### src/rtl/cb_pkg.sv
// Shared types for the per-digit carry/borrow adder.
// Assumes nothing beyond the operation encoding below.
package cb_pkg;
    typedef enum logic {
        OP_ADD = 1'b0,
        OP_SUB = 1'b1
    } cb_op_e;
endpackage

### src/rtl/cb_digit_add.sv
// One digit slice: adds two W-bit digits and a carry-in.
// Produces the digit sum and the carry that leaves the digit.
// Assumes the caller has already inverted the second operand for a subtract.
module cb_digit_add #(
    parameter int W = 4
) (
    input  logic [W-1:0] a,
    input  logic [W-1:0] b,
    input  logic         cin,
    output logic [W-1:0] sum,
    output logic         cout
);
    // Widened add: the top bit is the carry out of the digit
    always_comb begin
        {cout, sum} = {1'b0, a} + {1'b0, b} + {{W{1'b0}}, cin};
    end
endmodule

### src/rtl/cb_ovf_detect.sv
// Signed overflow from the most significant bit position.
// Recovers the carry into the MSB from the operand and sum bits, then
// compares it with the carry out of the MSB.
module cb_ovf_detect (
    input  logic clk,
    input  logic rst_n,
    input  logic a_msb,
    input  logic b_msb,
    input  logic s_msb,
    input  logic cout,
    output logic ovf
);
    logic carry_into_msb;

    // Carry into MSB, then compare it with the carry out of MSB
    always_comb begin
        carry_into_msb = a_msb ^ b_msb ^ s_msb;
        ovf            = carry_into_msb ^ cout;
    end


    sign_rule_chk: assert property (@(posedge clk) disable iff (!rst_n)
        ovf |-> ((a_msb == b_msb) && (s_msb != a_msb)));
endmodule

### src/rtl/cb_status_reg.sv
// Holds the per-digit carry vector.
// It loads only when a write is requested and no trap is raised.
// Assumes next_bits and trap_req are stable before the clock edge.
module cb_status_reg #(
    parameter int N = 8
) (
    input  logic         clk,
    input  logic         rst_n,
    input  logic         wr_en,
    input  logic         trap_req,
    input  logic [N-1:0] next_bits,
    output logic [N-1:0] bits
);
    logic commit;

    // Commit rule: the write is requested and the trap does not fire
    always_comb begin
        commit = wr_en && !trap_req;
    end

    // Status register with synchronous active-low reset
    always_ff @(posedge clk) begin
        if (!rst_n)
            bits <= '0;
        else if (commit)
            bits <= next_bits;
    end


    no_write_hold_chk: assert property (@(posedge clk) disable iff (!rst_n)
        !wr_en |=> $stable(bits));


    trap_hold_chk: assert property (@(posedge clk) disable iff (!rst_n)
        (wr_en && trap_req) |=> $stable(bits));


    commit_load_chk: assert property (@(posedge clk) disable iff (!rst_n)
        (wr_en && !trap_req) |=> (bits == $past(next_bits)));
endmodule

### src/rtl/cb_digit_adder.sv
// Top of the per-digit carry/borrow adder.
// Builds a ripple chain of digit slices and takes the carry out of every
// slice, which gives an add carry or a subtract no-borrow per digit.
// It flags signed overflow and a trap request, and commits the vector
// through the status register. Assumes DATA_W is a multiple of DIGIT_W.
module cb_digit_adder #(
    parameter int DATA_W  = 32,
    parameter int DIGIT_W = 4
) (
    input  logic                        clk,
    input  logic                        rst_n,
    input  logic [DATA_W-1:0]           opnd_a,
    input  logic [DATA_W-1:0]           opnd_b,
    input  logic                        sub_sel,
    input  logic                        carry_in,
    input  logic                        trap_var,
    input  logic                        wr_en,
    output logic [DATA_W-1:0]           result,
    output logic                        ovf,
    output logic                        trap_req,
    output logic [DATA_W/DIGIT_W-1:0]   digit_cb
);
    import cb_pkg::*;

    localparam int NDIG = DATA_W / DIGIT_W;

    cb_op_e            op;
    logic [DATA_W-1:0] b_eff;
    logic [NDIG:0]     chain;
    logic [NDIG-1:0]   carry_vec;

    // Operand conditioning: invert B for subtract
    always_comb begin
        op       = cb_op_e'(sub_sel);
        b_eff    = (op == OP_SUB) ? ~opnd_b : opnd_b;
        chain[0] = carry_in;
    end

    genvar g;
    generate
        for (g = 0; g < NDIG; g++) begin : g_digit
            cb_digit_add #(.W(DIGIT_W)) u_dig (
                .a   (opnd_a[g*DIGIT_W +: DIGIT_W]),
                .b   (b_eff[g*DIGIT_W +: DIGIT_W]),
                .cin (chain[g]),
                .sum (result[g*DIGIT_W +: DIGIT_W]),
                .cout(chain[g+1])
            );
        end
    endgenerate

    // Per-digit carries: bit k is the carry leaving digit k
    always_comb begin
        carry_vec = chain[NDIG:1];
    end

    cb_ovf_detect u_ovf (
        .clk  (clk),
        .rst_n(rst_n),
        .a_msb(opnd_a[DATA_W-1]),
        .b_msb(b_eff[DATA_W-1]),
        .s_msb(result[DATA_W-1]),
        .cout (chain[NDIG]),
        .ovf  (ovf)
    );

    // Trap request for the trapping variant
    always_comb begin
        trap_req = trap_var && ovf;
    end

    cb_status_reg #(.N(NDIG)) u_stat (
        .clk      (clk),
        .rst_n    (rst_n),
        .wr_en    (wr_en),
        .trap_req (trap_req),
        .next_bits(carry_vec),
        .bits     (digit_cb)
    );

    // the digit chain matches one wide add
    chain_sum_chk: assert property (@(posedge clk) disable iff (!rst_n)
        {chain[NDIG], result} ==
        ({1'b0, opnd_a} + {1'b0, b_eff} + {{DATA_W{1'b0}}, carry_in}));


    trap_ovf_chk: assert property (@(posedge clk) disable iff (!rst_n)
        trap_req |-> (ovf && trap_var));
endmodule

### config.mk
export PLATFORM = sky130hd
export DESIGN_NAME = cb_digit_adder
export DESIGN_NICKNAME = d
export VERILOG_FILES = /design/src/rtl/cb_pkg.sv /design/src/rtl/cb_digit_add.sv /design/src/rtl/cb_ovf_detect.sv /design/src/rtl/cb_status_reg.sv /design/src/rtl/cb_digit_adder.sv
export SDC_FILE = /design/constraint.sdc
export NUM_CORES = 1
export LEC_CHECK = 0
export CORE_MARGIN = 5
export CORE_UTILIZATION = 38
export CTS_BUF_LIST = sky130_fd_sc_hd__clkbuf_16
export DETAILED_ROUTE_END_ITERATION = 12
export PLACE_DENSITY = 0.9
export SYNTH_ARGS = -nofsm -noshare
export SYNTH_HDL_FRONTEND = slang
export SYNTH_SLANG_ARGS = --single-unit
### constraint.sdc
create_clock -name clk -period 20.9 [get_ports clk]
set_input_delay 5.225 -clock clk [delete_from_list [all_inputs] [get_ports clk]]
set_output_delay 5.225 -clock clk [all_outputs]
set_load 0.01 [all_outputs]
Word level (Yosys, flattened, before mapping)
Index checks and enable logic that the tools add are counted.
Operators by class
  div/mod/pow operators: 0
  shift operators: 0
  multipliers: 0
  muxes and demuxes: 1
  reductions and logical operators: 3
  magnitude comparators: 0
  bitwise gates (word level): 4
  equality and inequality tests: 0
  $add $sub $neg: 16
Operator list (number)
  4-bit by 4-bit adder with 5-bit output: 8
  5-bit by 1-bit adder with 5-bit output: 8
  32-bit 2-to-1 mux: 1
  32-bit inverter: 1
  1-bit bitwise XOR: 3
  1-bit logical AND: 2
  1-bit zero test: 1
Word-level totals
  latch bits: 0
  memories: 0
  output and inout port bits: 42
  bits of input ports: 70
  logic and storage cells: 25
  bits in writable memories: 0
  ROM bits: 0
  register bits: 8

Logic depth before layout (Yosys ltp)
  word-level depth: 16
  mapped depth: 47
  mapped depth without buffers: 44

Cells and area by module
Synthesis repeated with hierarchy kept, for this count alone.
Second synthesis, totals
  cell total of the unflattened synthesis: 204
  area, all modules: 1865.5 µm²
Modules (own cells, without submodules)
  cb_digit_add: cells each 16, times used 8, seq. area each 0.0 µm², area each 143.9 µm²
  cb_digit_adder: cells each 37, times used 1, seq. area each 0.0 µm², area each 357.8 µm²
  cb_status_reg: cells each 36, times used 1, seq. area each 160.2 µm², area each 330.3 µm²
  cb_ovf_detect: cells each 3, times used 1, seq. area each 0.0 µm², area each 26.3 µm²

Worst setup path after synthesis
Ideal clock, no wire load.
  kind: input-to-output
  start point: input port sub_sel
  end point: output port trap_req
  buffers on the path: 3
  data arrival time: 13.869 ns
  stages: 46
  path slack: 1.806 ns
  required time: 15.675 ns
  cell sequence: clkbuf_1 -> buf_2 -> xor2_1 -> fa_1 -> inv_1 -> fa_1 -> inv_1 -> a21o_1 -> a21oi_1 -> fa_1 -> fa_1 -> inv_1 -> a21o_1 -> a21oi_1 -> fa_1 -> fa_1 -> inv_1 -> a21o_1 -> [10 not listed] -> a21oi_1 -> fa_1 -> fa_1 -> inv_1 -> a21o_1 -> a21oi_1 -> fa_1 -> fa_1 -> nor2b_1 -> o21ai_0 -> nand2b_1 -> fa_1 -> fa_1 -> a21o_1 -> a21oi_2 -> xor2_2 -> and2_2 -> buf_6
On the way
  cells in the longest elaborated chain, start to end: 13
  elaborated cells on any way between the ends: 21
  classes of those cells: add/sub: 16; mux: 1; bitwise: 3; reduce/logical: 1
RTL lines
  start: declaration: line cb_digit_adder.sv:14  | input logic sub_sel,
  32-bit 2-to-1 mux (*): line cb_digit_adder.sv:35  | b_eff = (op == OP_SUB) ? ~opnd_b : opnd_b;
  4-bit by 4-bit adder with 5-bit output: line cb_digit_add.sv:15  | {cout, sum} = {1'b0, a} + {1'b0, b} + {{W{1'b0}}, cin};
  5-bit by 1-bit adder with 5-bit output (6 in series): line cb_digit_add.sv:15
  5-bit by 1-bit adder with 5-bit output (*): line cb_digit_add.sv:15
  net g_digit[6].u_dig.cout: line cb_digit_add.sv:11  | output logic cout
  5-bit by 1-bit adder with 5-bit output (*): line cb_digit_add.sv:15
  1-bit bitwise XOR: line cb_ovf_detect.sv:17  | carry_into_msb = a_msb ^ b_msb ^ s_msb;
  1-bit bitwise XOR (*): line cb_ovf_detect.sv:18  | ovf = carry_into_msb ^ cout;
  net ovf: line cb_digit_adder.sv:19  | output logic ovf,
  1-bit logical AND (*): line cb_digit_adder.sv:69  | trap_req = trap_var && ovf;
  end: declaration: line cb_digit_adder.sv:20  | output logic trap_req,
The timed path passes the listed nets; every way through them passes the cells marked *.

Worst setup path after layout
  start point: input port opnd_b[0]
  end point: output port trap_req
On the way
  cells in the longest elaborated chain, start to end: 14
RTL lines
  start: declaration: line cb_digit_adder.sv:13  | input logic [DATA_W-1:0] opnd_b,
  32-bit inverter: line cb_digit_adder.sv:35
  32-bit 2-to-1 mux (*): line cb_digit_adder.sv:35
  4-bit by 4-bit adder with 5-bit output (*): line cb_digit_add.sv:15
  5-bit by 1-bit adder with 5-bit output (*) (7 in series): line cb_digit_add.sv:15
  net g_digit[6].u_dig.cout: line cb_digit_add.sv:11
  5-bit by 1-bit adder with 5-bit output (*): line cb_digit_add.sv:15
  1-bit bitwise XOR: line cb_ovf_detect.sv:17
  1-bit bitwise XOR (*): line cb_ovf_detect.sv:18
  1-bit logical AND (*): line cb_digit_adder.sv:69
Marked as above.

==> run_results.csv <==
group,metric,value,unit
clock_tree,postCtsSetupRepairBufs,0,
floorplan,rows,25,
power_and_ir_drop,p_leak,1.45,nW
floorplan,core,4660,um2
clock_tree,postCtsHoldBufs,0,
timing,worst_slack,701,ps
layout,nFillCells,400,
worst_setup_path,crit_family,"adder cells",
power_and_ir_drop,swShare,0.351,
power_and_ir_drop,clkPwrFrac,0.172,
clock_tree,insertion_delay,230,ps
flow_run,max_cap_violations,0,
timing,max_slew_margin,0.632,
drt,ant_nets,0,
hold_path,holdPathEnd,"u_stat.bits[4]$_SDFFE_PN0P_",
worst_setup_path,cp_data_required_time,15670,ps
timing,grt_setup_unrepaired,"false",
layout,final_nets,421,
drt,drc_errors,0,
layout,largest_register,"u_stat.bits",
clock_tree,cts_sinks,8,
grt,antenna_found_initial,0,
floorplan,io_pins,112,
drt,routedWlPerCell,13.2,um
clock_tree,cts_root_buf,"clkbuf_16",
synth,ys_warn_count,0,
worst_setup_path,slowest_stage,"clkdlybuf4s50_1",
timing,finalCritPeriodShare,0.966,
synth,syn_inst,202,
status,status,"completed",
power_and_ir_drop,combPwrFrac,0.727,
timing,fin_crit,20200,ps
grt,grt_max_degree,22,
placement,hpwlAfterDp,4250,um
worst_setup_path,worstPathArrival,14970,ps
placement,port_buffers,111,
synth,ys_seq_elements,8,
power_and_ir_drop,p_switching,0.0000646,W
power_and_ir_drop,vdd_drop_max,27.1,uV
synth,ys_seq_area_frac,0.0886,
worst_setup_path,crit_fanout,8,
power_and_ir_drop,pwr_density_cell,61.1,nW/um2
worst_setup_path,worstSetupStartpointType,"primary input",
worst_setup_path,path_class,"primary input to output pin",
floorplan,die_area,6230,um2
timing,drv_slew,0,
timing,fmax,0.0495,GHz
drt,wirelength,4790,um
synth,synth_fa_ha_area_frac,0.343,
layout,antennaDiodeCount,0,
clock_tree,clockBufferDepth,2,
clock_tree,cts_tree,"done",
synth,synth-compound-area-share,0.173,
floorplan,initial_core_util,0.388,
worst_setup_path,max_stage_delay,570,ps
timing,hold_viol_final,0,
hold_path,hold_path.class,"flip-flop to flip-flop",
power_and_ir_drop,intPower,0.000120,W
synth,synth_nets,312,
drt,avgViaCountPerCell,4.81,
clock_tree,cts_resized,0,
worst_setup_path,worst_r2r_endpoint,"u_stat.bits[7]$_SDFFE_PN0P_",
worst_setup_path,worstRegToRegCells,2,
layout,regArea,160,um2
layout,multiInputGateArea,1440,um2
clock_tree,htreeDepth,1,
layout,drive_above_1_share,0.0583,
grt,grt_pass1_wl,7960,um
timing,worst_pin_slew,551,ps
layout,area_growth,66.9,%
drt,first_iter_violations,30,
drt,drtPass1Iterations,4,
worst_setup_path,endpoint_kind,"output pin",
drt,vias,1746,
worst_setup_path,critPathBufInv,9,
synth,synthMuxAreaShare,0,
clock_tree,cts_buffers,3,
layout,fin_cells,363,
synth,synth_area,1810,um2
power_and_ir_drop,power,0.000184,W
layout,largest_register_ffs,8,
worst_setup_path,cpMostUsedCell,"fa_1",
power_and_ir_drop,p_seq_frac,0.100,
placement,dp.cells,360,
synth,yosysUniqueCellTypes,25,
worst_setup_path,r2r_slack,20170,ps
timing,finalSetupTns,0,ps
layout,fin_util,0.647,
synth,synth_xor_area_frac,0.242,
grt,grt_usage,0.155,
placement,place_congestion,0.730,
placement,preCtsSetupSlack,576,ps
hold_path,worstHoldPathCells,1,
clock_tree,clk_pin_slew,40,ps
worst_setup_path,timing.rr.start,"u_stat.bits[7]$_SDFFE_PN0P_",
floorplan,die_width,79.0,um
grt,grt_pass1_vias,1804,
hold_path,worstHoldStart,"u_stat.bits[4]$_SDFFE_PN0P_",
timing,skew,0,ps
synth,syn_area_per_cell,8.94,um2
synth,yosys.area_share.simple,0.0332,
floorplan,fp.dieH,79.0,um
timing,setup_violations,0,
grt,overflow,0,
layout,largestRegisters,"u_stat.bits: 8 flops",
synth,synth_top_family_by_area,"adder cells",
cells by family (layout without fill, tap and decap cells):
logic type               Yosys count  count (layout)
adder cells (fa/ha/maj)           40              40
AO/OA/AOI/OAI                     42              42
buffers and inverters             51             158
flip-flops                         8               8
XOR/XNOR                          49              49
AND/OR/NAND/NOR                   12              12
metal layers:
layer	track usage	routed length, um	vias to the layer above	part of all wire
met4	0.0412	73	0	0.015
met3	0.0329	459	8	0.096
met2	0.295	2440	76	0.51
li1	-	-	859	-
met1	0.173	1820	803	0.38
met5	0	0	-	0
area by class of cell:
class | count | area share
multi-input cells | 143 | 0.477
repair buffers | 112 | 0.369
inverters | 43 | 0.0535
flip-flops and latches | 8 | 0.0531
clock buffers | 3 | 0.0249
well taps | 54 | 0.0224
placed cells by master, fill, tap and decap left out:
master,count
buf_4,1
nand2b_1,2
nand3b_1,1
xnor2_1,20
a311oi_1,1
nand2_1,7
a21boi_1,1
dfxtp_1,8
nor2b_1,1
a21oi_4,1
o21ai_0,2
buf_2,1
xor2_1,28
clkbuf_16,3
ha_1,24
o221a_2,7
xor2_2,1
a21o_1,15
and2_2,1
fa_1,16
a21oi_2,3
inv_1,43
a21oi_1,12
clkdlybuf4s50_1,110
power groups by stage:
| stage | Clock (W) | Sequential (W) | Combinational, W |
|---|---|---|---|
| 3_5_place_dp | 0 | 0.0000187 | 0.000135 |
| 4_1_cts | 0.0000322 | 0.0000185 | 0.000136 |
| 5_1_grt | 0.0000331 | 0.0000187 | 0.000147 |
| 3_3_place_gp | 0 | 0.0000187 | 0.000132 |
| 6_report | 0.0000317 | 0.0000185 | 0.000134 |
| 2_1_floorplan | 0 | 0.0000195 | 0.0000674 |
metrics by stage:
stage	area, um2	hold WS [ps]
final	3020	530
after global routing	3020	546
after CTS	3010	535
after detailed placement	2930	526
after global placement	2930	518
after floorplan	1810	540
worst max path at each step:
| stage | start | to | cells past startpoint |
|---|---|---|---|
| detailed placement | opnd_b[0] | trap_req | 45 |
| CTS | opnd_b[0] | trap_req | 45 |
| floorplan | sub_sel | trap_req | 46 |
| global placement | opnd_b[0] | trap_req | 45 |
| finish | opnd_b[0] | trap_req | 45 |
| global route | opnd_b[0] | trap_req | 45 |
cell usage after synthesis:
cell type	count	area (um2)
inv_1	43	161
xor2_1	28	245
ha_1	24	300
xnor2_1	20	175
fa_1	16	320
a21o_1	15	113
a21oi_1	14	70.1
dfxtp_1	8	160
nand2_1	7	26.3
o221a_2	7	78.8
buf_2	3	15.0
clkbuf_1	2	7.51
nand2b_1	2	12.5
o21ai_0	2	10.0
a21boi_1	1	7.51
a21oi_2	1	8.76
a21oi_4	1	16.3
a311oi_1	1	8.76
and2_2	1	7.51
buf_4	1	7.51
buf_6	1	11.3
clkbuf_8	1	13.8
nand3b_1	1	7.51
nor2b_1	1	6.26
xor2_2	1	16.3
No activity file was read; power rests on OpenSTA's default activity.
